<file path="src/rtl/chg_pkg.sv">
package chg_pkg;
  typedef enum logic [1:0] {
    ST_IDLE = 2'd0,
    ST_PRE  = 2'd1,
    ST_BULK = 2'd2,
    ST_TOP  = 2'd3
  } chg_state_e;
endpackage

</file>
<file path="src/rtl/chg_tick_gen.sv">
module chg_tick_gen #(
  parameter int PRESCALE = 1000
) (
  input  logic clk_i,
  input  logic rst_ni,
  input  logic clr_i,
  input  logic en_i,
  output logic tick_o
);
  localparam int PW = (PRESCALE > 1) ? $clog2(PRESCALE) : 1;

  logic [PW-1:0] pc_q;
  logic          last;

  assign last   = (pc_q == PW'(PRESCALE - 1));
  assign tick_o = en_i & last;

  always_ff @(posedge clk_i or negedge rst_ni) begin
    if (!rst_ni)      pc_q <= '0;
    else if (clr_i)   pc_q <= '0;
    else if (en_i)    pc_q <= last ? '0 : pc_q + 1'b1;
  end
endmodule

</file>
<file path="src/rtl/chg_phase_timer.sv">
module chg_phase_timer #(
  parameter int W = 12
) (
  input  logic         clk_i,
  input  logic         rst_ni,
  input  logic         load_i,
  input  logic [W-1:0] limit_i,
  input  logic         tick_i,
  output logic         expired_o,
  output logic [W-1:0] cnt_o
);
  logic [W-1:0] cnt_q;

  always_ff @(posedge clk_i or negedge rst_ni) begin
    if (!rst_ni)                     cnt_q <= '0;
    else if (load_i)                 cnt_q <= limit_i;
    else if (tick_i && cnt_q != '0)  cnt_q <= cnt_q - 1'b1;
  end

  assign expired_o = (cnt_q == '0);
  assign cnt_o     = cnt_q;
endmodule

</file>
<file path="src/rtl/chg_seq_fsm.sv">
module chg_seq_fsm
  import chg_pkg::*;
#(
  parameter int W          = 12,
  parameter int QUARTER    = 900,
  parameter int BULK_TICKS = 3600
) (
  input  logic         clk_i,
  input  logic         rst_ni,
  input  logic         supply_ok_i,
  input  logic         shdn_i,
  input  logic         removed_i,
  input  logic         inhibit_i,
  input  logic         fault_clr_i,
  input  logic         above_bulk_i,
  input  logic         taper_i,
  input  logic         ovp_i,
  input  logic         hot_i,
  input  logic         below_rchg_i,
  input  logic         expired_i,
  output logic         run_o,
  output logic         load_o,
  output logic [W-1:0] limit_o,
  output logic         trickle_en_o,
  output logic         bulk_en_o,
  output logic         pwm_en_o,
  output logic         charging_o,
  output logic [1:0]   state_o,
  output logic         fault_o,
  output logic         fault_lat_o
);
  chg_state_e st_q, st_d;
  logic fault_q, shdn_q, set_flt, clr_flt, abort, start, active;

  assign active = (st_q != ST_IDLE);
  assign abort  = !supply_ok_i | shdn_i | removed_i | inhibit_i;
  assign start  = !abort & !fault_q & below_rchg_i;

  always_comb begin
    st_d    = st_q;
    load_o  = 1'b0;
    limit_o = W'(QUARTER);
    set_flt = 1'b0;
    unique case (st_q)
      ST_IDLE: if (start) begin
        load_o = 1'b1;
        if (above_bulk_i) begin
          st_d    = ST_BULK;
          limit_o = W'(BULK_TICKS);
        end else begin
          st_d    = ST_PRE;
        end
      end
      ST_PRE: begin
        if (abort)             st_d = ST_IDLE;
        else if (hot_i)        st_d = ST_PRE;
        else if (above_bulk_i) begin
          st_d    = ST_BULK;
          load_o  = 1'b1;
          limit_o = W'(BULK_TICKS);
        end else if (expired_i) begin
          st_d    = ST_IDLE;
          set_flt = 1'b1;
        end
      end
      ST_BULK: begin
        if (abort)          st_d = ST_IDLE;
        else if (hot_i)     st_d = ST_BULK;
        else if (taper_i) begin
          st_d   = ST_TOP;
          load_o = 1'b1;
        end else if (expired_i) begin
          st_d    = ST_IDLE;
          set_flt = 1'b1;
        end
      end
      ST_TOP: begin
        if (abort)          st_d = ST_IDLE;
        else if (hot_i)     st_d = ST_TOP;
        else if (expired_i) st_d = ST_IDLE;
      end
      default: st_d = ST_IDLE;
    endcase
  end

  // shutdown edges, pack removal and the clear command all drop a latched fault
  assign clr_flt = fault_clr_i | removed_i | (shdn_i ^ shdn_q);

  always_ff @(posedge clk_i or negedge rst_ni) begin
    if (!rst_ni) begin
      st_q    <= ST_IDLE;
      fault_q <= 1'b0;
      shdn_q  <= 1'b0;
    end else begin
      st_q   <= st_d;
      shdn_q <= shdn_i;
      if (set_flt)      fault_q <= 1'b1;
      else if (clr_flt) fault_q <= 1'b0;
    end
  end

  assign run_o        = active & !hot_i;
  assign trickle_en_o = (st_q == ST_PRE) & !hot_i;
  assign bulk_en_o    = (st_q == ST_BULK || st_q == ST_TOP) & !hot_i;
  assign pwm_en_o     = active & !hot_i & !ovp_i;
  assign charging_o   = active;
  assign state_o      = st_q;
  assign fault_o      = fault_q | (active & hot_i);
  assign fault_lat_o  = fault_q;
endmodule

</file>
<file path="src/rtl/liion_charge_seq.sv">
module liion_charge_seq #(
  parameter int PRESCALE   = 1000,
  parameter int BULK_TICKS = 3600
) (
  input  logic       clk_i,
  input  logic       rst_ni,
  input  logic       supply_ok_i,
  input  logic       shdn_i,
  input  logic       removed_i,
  input  logic       inhibit_i,
  input  logic       fault_clr_i,
  input  logic       above_bulk_i,
  input  logic       taper_i,
  input  logic       ovp_i,
  input  logic       hot_i,
  input  logic       below_rchg_i,
  output logic       trickle_en_o,
  output logic       bulk_en_o,
  output logic       pwm_en_o,
  output logic       charging_o,
  output logic [1:0] state_o,
  output logic       fault_o
);
  localparam int TW      = $clog2(BULK_TICKS + 1);
  localparam int QUARTER = BULK_TICKS / 4;

  logic          run, load, tick, expired, fault_lat;
  logic [TW-1:0] limit, tmr_cnt;

  chg_tick_gen #(.PRESCALE(PRESCALE)) u_tick (
    .clk_i (clk_i),
    .rst_ni(rst_ni),
    .clr_i (load),
    .en_i  (run),
    .tick_o(tick)
  );

  chg_phase_timer #(.W(TW)) u_timer (
    .clk_i    (clk_i),
    .rst_ni   (rst_ni),
    .load_i   (load),
    .limit_i  (limit),
    .tick_i   (tick),
    .expired_o(expired),
    .cnt_o    (tmr_cnt)
  );

  chg_seq_fsm #(.W(TW), .QUARTER(QUARTER), .BULK_TICKS(BULK_TICKS)) u_fsm (
    .clk_i       (clk_i),
    .rst_ni      (rst_ni),
    .supply_ok_i (supply_ok_i),
    .shdn_i      (shdn_i),
    .removed_i   (removed_i),
    .inhibit_i   (inhibit_i),
    .fault_clr_i (fault_clr_i),
    .above_bulk_i(above_bulk_i),
    .taper_i     (taper_i),
    .ovp_i       (ovp_i),
    .hot_i       (hot_i),
    .below_rchg_i(below_rchg_i),
    .expired_i   (expired),
    .run_o       (run),
    .load_o      (load),
    .limit_o     (limit),
    .trickle_en_o(trickle_en_o),
    .bulk_en_o   (bulk_en_o),
    .pwm_en_o    (pwm_en_o),
    .charging_o  (charging_o),
    .state_o     (state_o),
    .fault_o     (fault_o),
    .fault_lat_o (fault_lat)
  );
endmodule

</file>
<file path="config.mk">
export PLATFORM = sky130hd
export DESIGN_NAME = liion_charge_seq
export DESIGN_NICKNAME = d
export VERILOG_FILES = /design/src/rtl/chg_pkg.sv /design/src/rtl/chg_tick_gen.sv /design/src/rtl/chg_phase_timer.sv /design/src/rtl/chg_seq_fsm.sv /design/src/rtl/liion_charge_seq.sv
export SDC_FILE = /design/constraint.sdc
export NUM_CORES = 1
export LEC_CHECK = 0
export BUFFER_PORTS_ARGS = -buffer_cell sky130_fd_sc_hd__buf_4
export CAP_MARGIN = 20
export CORE_MARGIN = 10
export CORE_UTILIZATION = 30
export CTS_CLUSTER_SIZE = 28
export DETAILED_ROUTE_END_ITERATION = 6
export PLACE_DENSITY = 0.46
export SLEW_MARGIN = 20
export SYNTH_ARGS = -nofsm -noshare
export SYNTH_HDL_FRONTEND = slang
export SYNTH_SLANG_ARGS = --single-unit
</file>
<file path="constraint.sdc">
create_clock -name clk_i -period 4.85 [get_ports clk_i]
set_clock_uncertainty 0.1 [all_clocks]
set_input_delay 0.2425 -clock clk_i [delete_from_list [all_inputs] [get_ports clk_i]]
set_output_delay 0.2425 -clock clk_i [all_outputs]
set_load 0.03 [all_outputs]
</file>
==> run_results.csv <==
group,metric,value,unit
clocking,clock_sinks,26,
route,first_pass_iters,4,
setup_path,cp_common_cell,"o22a_1",
logic_synthesis,ys_warn_count,0,
floorplan,rows,26,
setup_path,startpoint,"shdn_i",
setup_path,cp_slowest_cell,"a211oi_2",
route,drc,0,
global_routing,grt_max_degree,27,
sta,worst_slew_pin_slew,0.987,ns
floorplan,die_y,93.9,um
layout,n_antenna_cell,0,
sta,layout_min_cycle_time,2.68,ns
pwr,combPwrFrac,43.6,%
floorplan,chipWidth,93.9,um
placed_design,port_buffers,18,
layout,nets,223,
outcome,outcome,"finished, final reports clean",
logic_synthesis,synth_top_area_share,39.7,%
setup_path,r2r_setup_slack,2.19,ns
sta,setup_violations,0,
layout,n_fill_cell,553,
sta,drv_slew,0,
global_routing,use_met1,13.3,%
route,wl_per_cell,15.7,um
sta,setup_slack,2.17,ns
setup_path,crit_type,"in -> reg",
route,ant_nets,0,
setup_path,crit_end,"u_timer.cnt_o[11]$_DFFE_PN0P_",
sta,finalCritPeriodShare,55.3,%
floorplan,core-area,0.00520,mm2
layout,area_growth_syn_to_layout,17.2,%
global_routing,grt_use_met3,2.48,%
logic_synthesis,syn_inst,184,
clocking,h-tree-depth,1,
run,cap_viol_max_count,0,
setup_path,arrival,2.81,ns
clocking,cts_buffers,3,
clocking,cts_tree,"yes",
pwr,seq_power_share,37.8,%
route,via_per_inst,5.18,
global_routing,overflow,0,
logic_synthesis,syn_avg_cell_area,8.90,um2
setup_path,cp-end-kind,"register",
sta,tns,0,ns
hold_path,hp-class,"in -> reg",
clocking,post_cts_buffers,0,
logic_synthesis,syn-num-nets,202,
clocking,clockRootBuffer,"clkbuf_8",
clocking,cts-hold-fix-buffers,2,
logic_synthesis,yosys_most_used_dff,"dfrtp_1",
route,drtIter0Drc,94,
clocking,clkLatencyLatePin,0.28,ns
global_routing,met2_usage,17.1,%
logic_synthesis,async_flop_share,100,%
sta,holdWs,0.121,ns
clocking,clkTransAtPathRegs,0.10,ns
clocking,clk_path_buf_depth,2,
pwr,switchingPower,0.000331,W
pwr,power_density,413,mW/mm2
global_routing,grt-busiest-layer,"met2",
logic_synthesis,synth_edf_count,0,
pwr,peakVddDrop,181,uV
floorplan,dieArea,0.00881,mm2
logic_synthesis,synthTopCellsByArea,"dfrtp_1 (40%), nand2_1 (5.3%), ha_1 (4.6%), nor2_1 (4.6%), xor2_1 (4.3%)",
route,drt-total-wl,4310,um
sta,finalHoldViolations,0,
clocking,ctsResizeCount,0,
sta,fmaxAchievable,373,MHz
logic_synthesis,synthDistinctLibCells,48,
sta,rsz0062_at_grt,"false",
setup_path,rr_worst_depth,7,
setup_path,cp-start-kind,"primary input",
logic_synthesis,synth-seq-cells,26,
setup_path,path_cells,"dlygate4sd3_1, buf_4, or4b_1, a211oi_2, o22a_1, o22a_1",
floorplan,start_util,31.5,%
layout,layoutNonFillerInstCount,274,
route,vias,1420,
layout,drive_above_1_share,14.2,%
placed_design,place_ws,2.20,ns
global_routing,gr-usage-all-layers,10.5,%
floorplan,io_pins,19,
pwr,intPower,0.000462,W
pwr,p_leak,0.869,nW
placed_design,placedCellCount,268,
logic_synthesis,synth_top_cell_by_area,"dfrtp_1",
placed_design,hpwl,3270,um
global_routing,grt_first_pass_wirelength,7510,um
sta,max-slew-margin-rel,34.1,%
setup_path,r2r_start,"u_fsm.state_o[1]$_DFFE_PN0P_",
pwr,netSwitchingFraction,41.7,%
logic_synthesis,syn-cell-area,0.00164,mm2
placed_design,place_congestion,0.885,
pwr,clkPwrFrac,18.6,%
setup_path,required,4.97,ns
global_routing,first_global_vias,1492,
global_routing,grt_antenna_before_repair,0,
logic_synthesis,yosysSeqAreaShare,39.7,%
setup_path,r2r-end,"u_timer.cnt_o[1]$_DFFE_PN0P_",
setup_path,slowest_delay,0.85,ns
setup_path,cp_max_fo,16,
## area by class of cell
cell class,instances,area (um2),area share [%]
tap,70,87.6,4.56
clock buffer,4,55.1,2.87
inverter,9,33.8,1.76
sequential,26,651,33.9
timing repair buffer,20,155,8.08
multi-input combinational,145,937,48.8
## cell families after synthesis
logic type / Yosys count / synth area share (%)
and+or+nand+nor: 87 / 28.3
AOI/OAI and AO/OA: 37 / 16.1
DFF: 26 / 39.7
xor gates and xnor gates: 14 / 7.49
buffers and inverters: 13 / 3.06
adders and majority gates: 6 / 4.58
muxes: 1 / 0.687
## worst max-delay path: cells and delay by family
| family | cells | cell delay (ns) |
|---|---|---|
| simple gates | 1 | 0.60 |
| compound gates | 3 | 1.26 |
| buf+inv | 2 | 0.69 |
## per-layer routing
metal | routed length, um | vias up
li1 | - | 706
met4 | 38 | 0
met1 | 2020 | 688
met2 | 2050 | 22
met5 | 0 | -
met3 | 207 | 4
## cells in the final DEF (no fill, tap or decap), types with 2 or more instances in the layout
cell           instances
a21oi_1                9
a31oi_1                5
and3_1                 3
and4_1                 3
buf_4                 18
clkbuf_8               4
dfrtp_1               26
dlygate4sd3_1          2
ha_1                   6
inv_1                  9
nand2_1               23
nand3_1                7
nand4_1                3
nor2_1                20
nor2b_1                2
nor3_1                 5
nor4_1                 3
nor4b_1                2
o21ai_0                3
o22a_1                 6
o2bb2ai_1              2
or2_2                  2
or4_1                  2
or4b_1                 2
xnor2_1                6
xor2_1                 8
## cells in the mapped netlist, types with 3 or more instances
master / number
xor2_1: 8
nand4_1: 3
o22a_1: 6
and4_1: 3
o21ai_0: 3
inv_1: 9
nor2_1: 20
nand2_1: 23
dfrtp_1: 26
clkbuf_1: 3
a21oi_1: 9
nor4_1: 3
ha_1: 6
and3_1: 3
xnor2_1: 6
nor3_1: 5
nand3_1: 7
a31oi_1: 5
## worst min-delay path by stage
stage	start	endpoint	cells after the start
after floorplan	rst_ni	u_fsm.fault_lat_o$_DFFE_PN0P_	0
after global placement	rst_ni	u_fsm.shdn_q$_DFF_PN0_	1
after detailed placement	rst_ni	u_fsm.shdn_q$_DFF_PN0_	1
after CTS	fault_clr_i	u_fsm.fault_lat_o$_DFFE_PN0P_	4
after global routing	fault_clr_i	u_fsm.fault_lat_o$_DFFE_PN0P_	4
final	fault_clr_i	u_fsm.fault_lat_o$_DFFE_PN0P_	4
## flip-flops by register name, summed over array words and instances (netlist names)
signal,count
u_tick.pc_q,10
u_fsm.shdn_q,1
u_fsm.state_o,2
u_fsm.fault_lat_o,1
u_timer.cnt_o,12
## power by group through the flow
stage / Combinational (W) / Clock (W) / Sequential [W]
6_report: 0.000346 / 0.000147 / 0.000299
5_1_grt: 0.000390 / 0.000167 / 0.000307
4_1_cts: 0.000348 / 0.000153 / 0.000299
3_5_place_dp: 0.000344 / 0 / 0.000304
3_3_place_gp: 0.000339 / 0 / 0.000301
2_1_floorplan: 0.000229 / 0 / 0.000306
## through the flow
step                util [%]  instance area [um2]  total power (W)
floorplan                  -                 1640         0.000535
global placement        35.4                 1840         0.000640
detailed placement      35.4                 1840         0.000648
CTS                     36.9                 1920         0.000800
global route            36.9                 1920         0.000864
finish                  36.9                 1920         0.000792
Note: power is estimated with default switching activity, not from simulation.
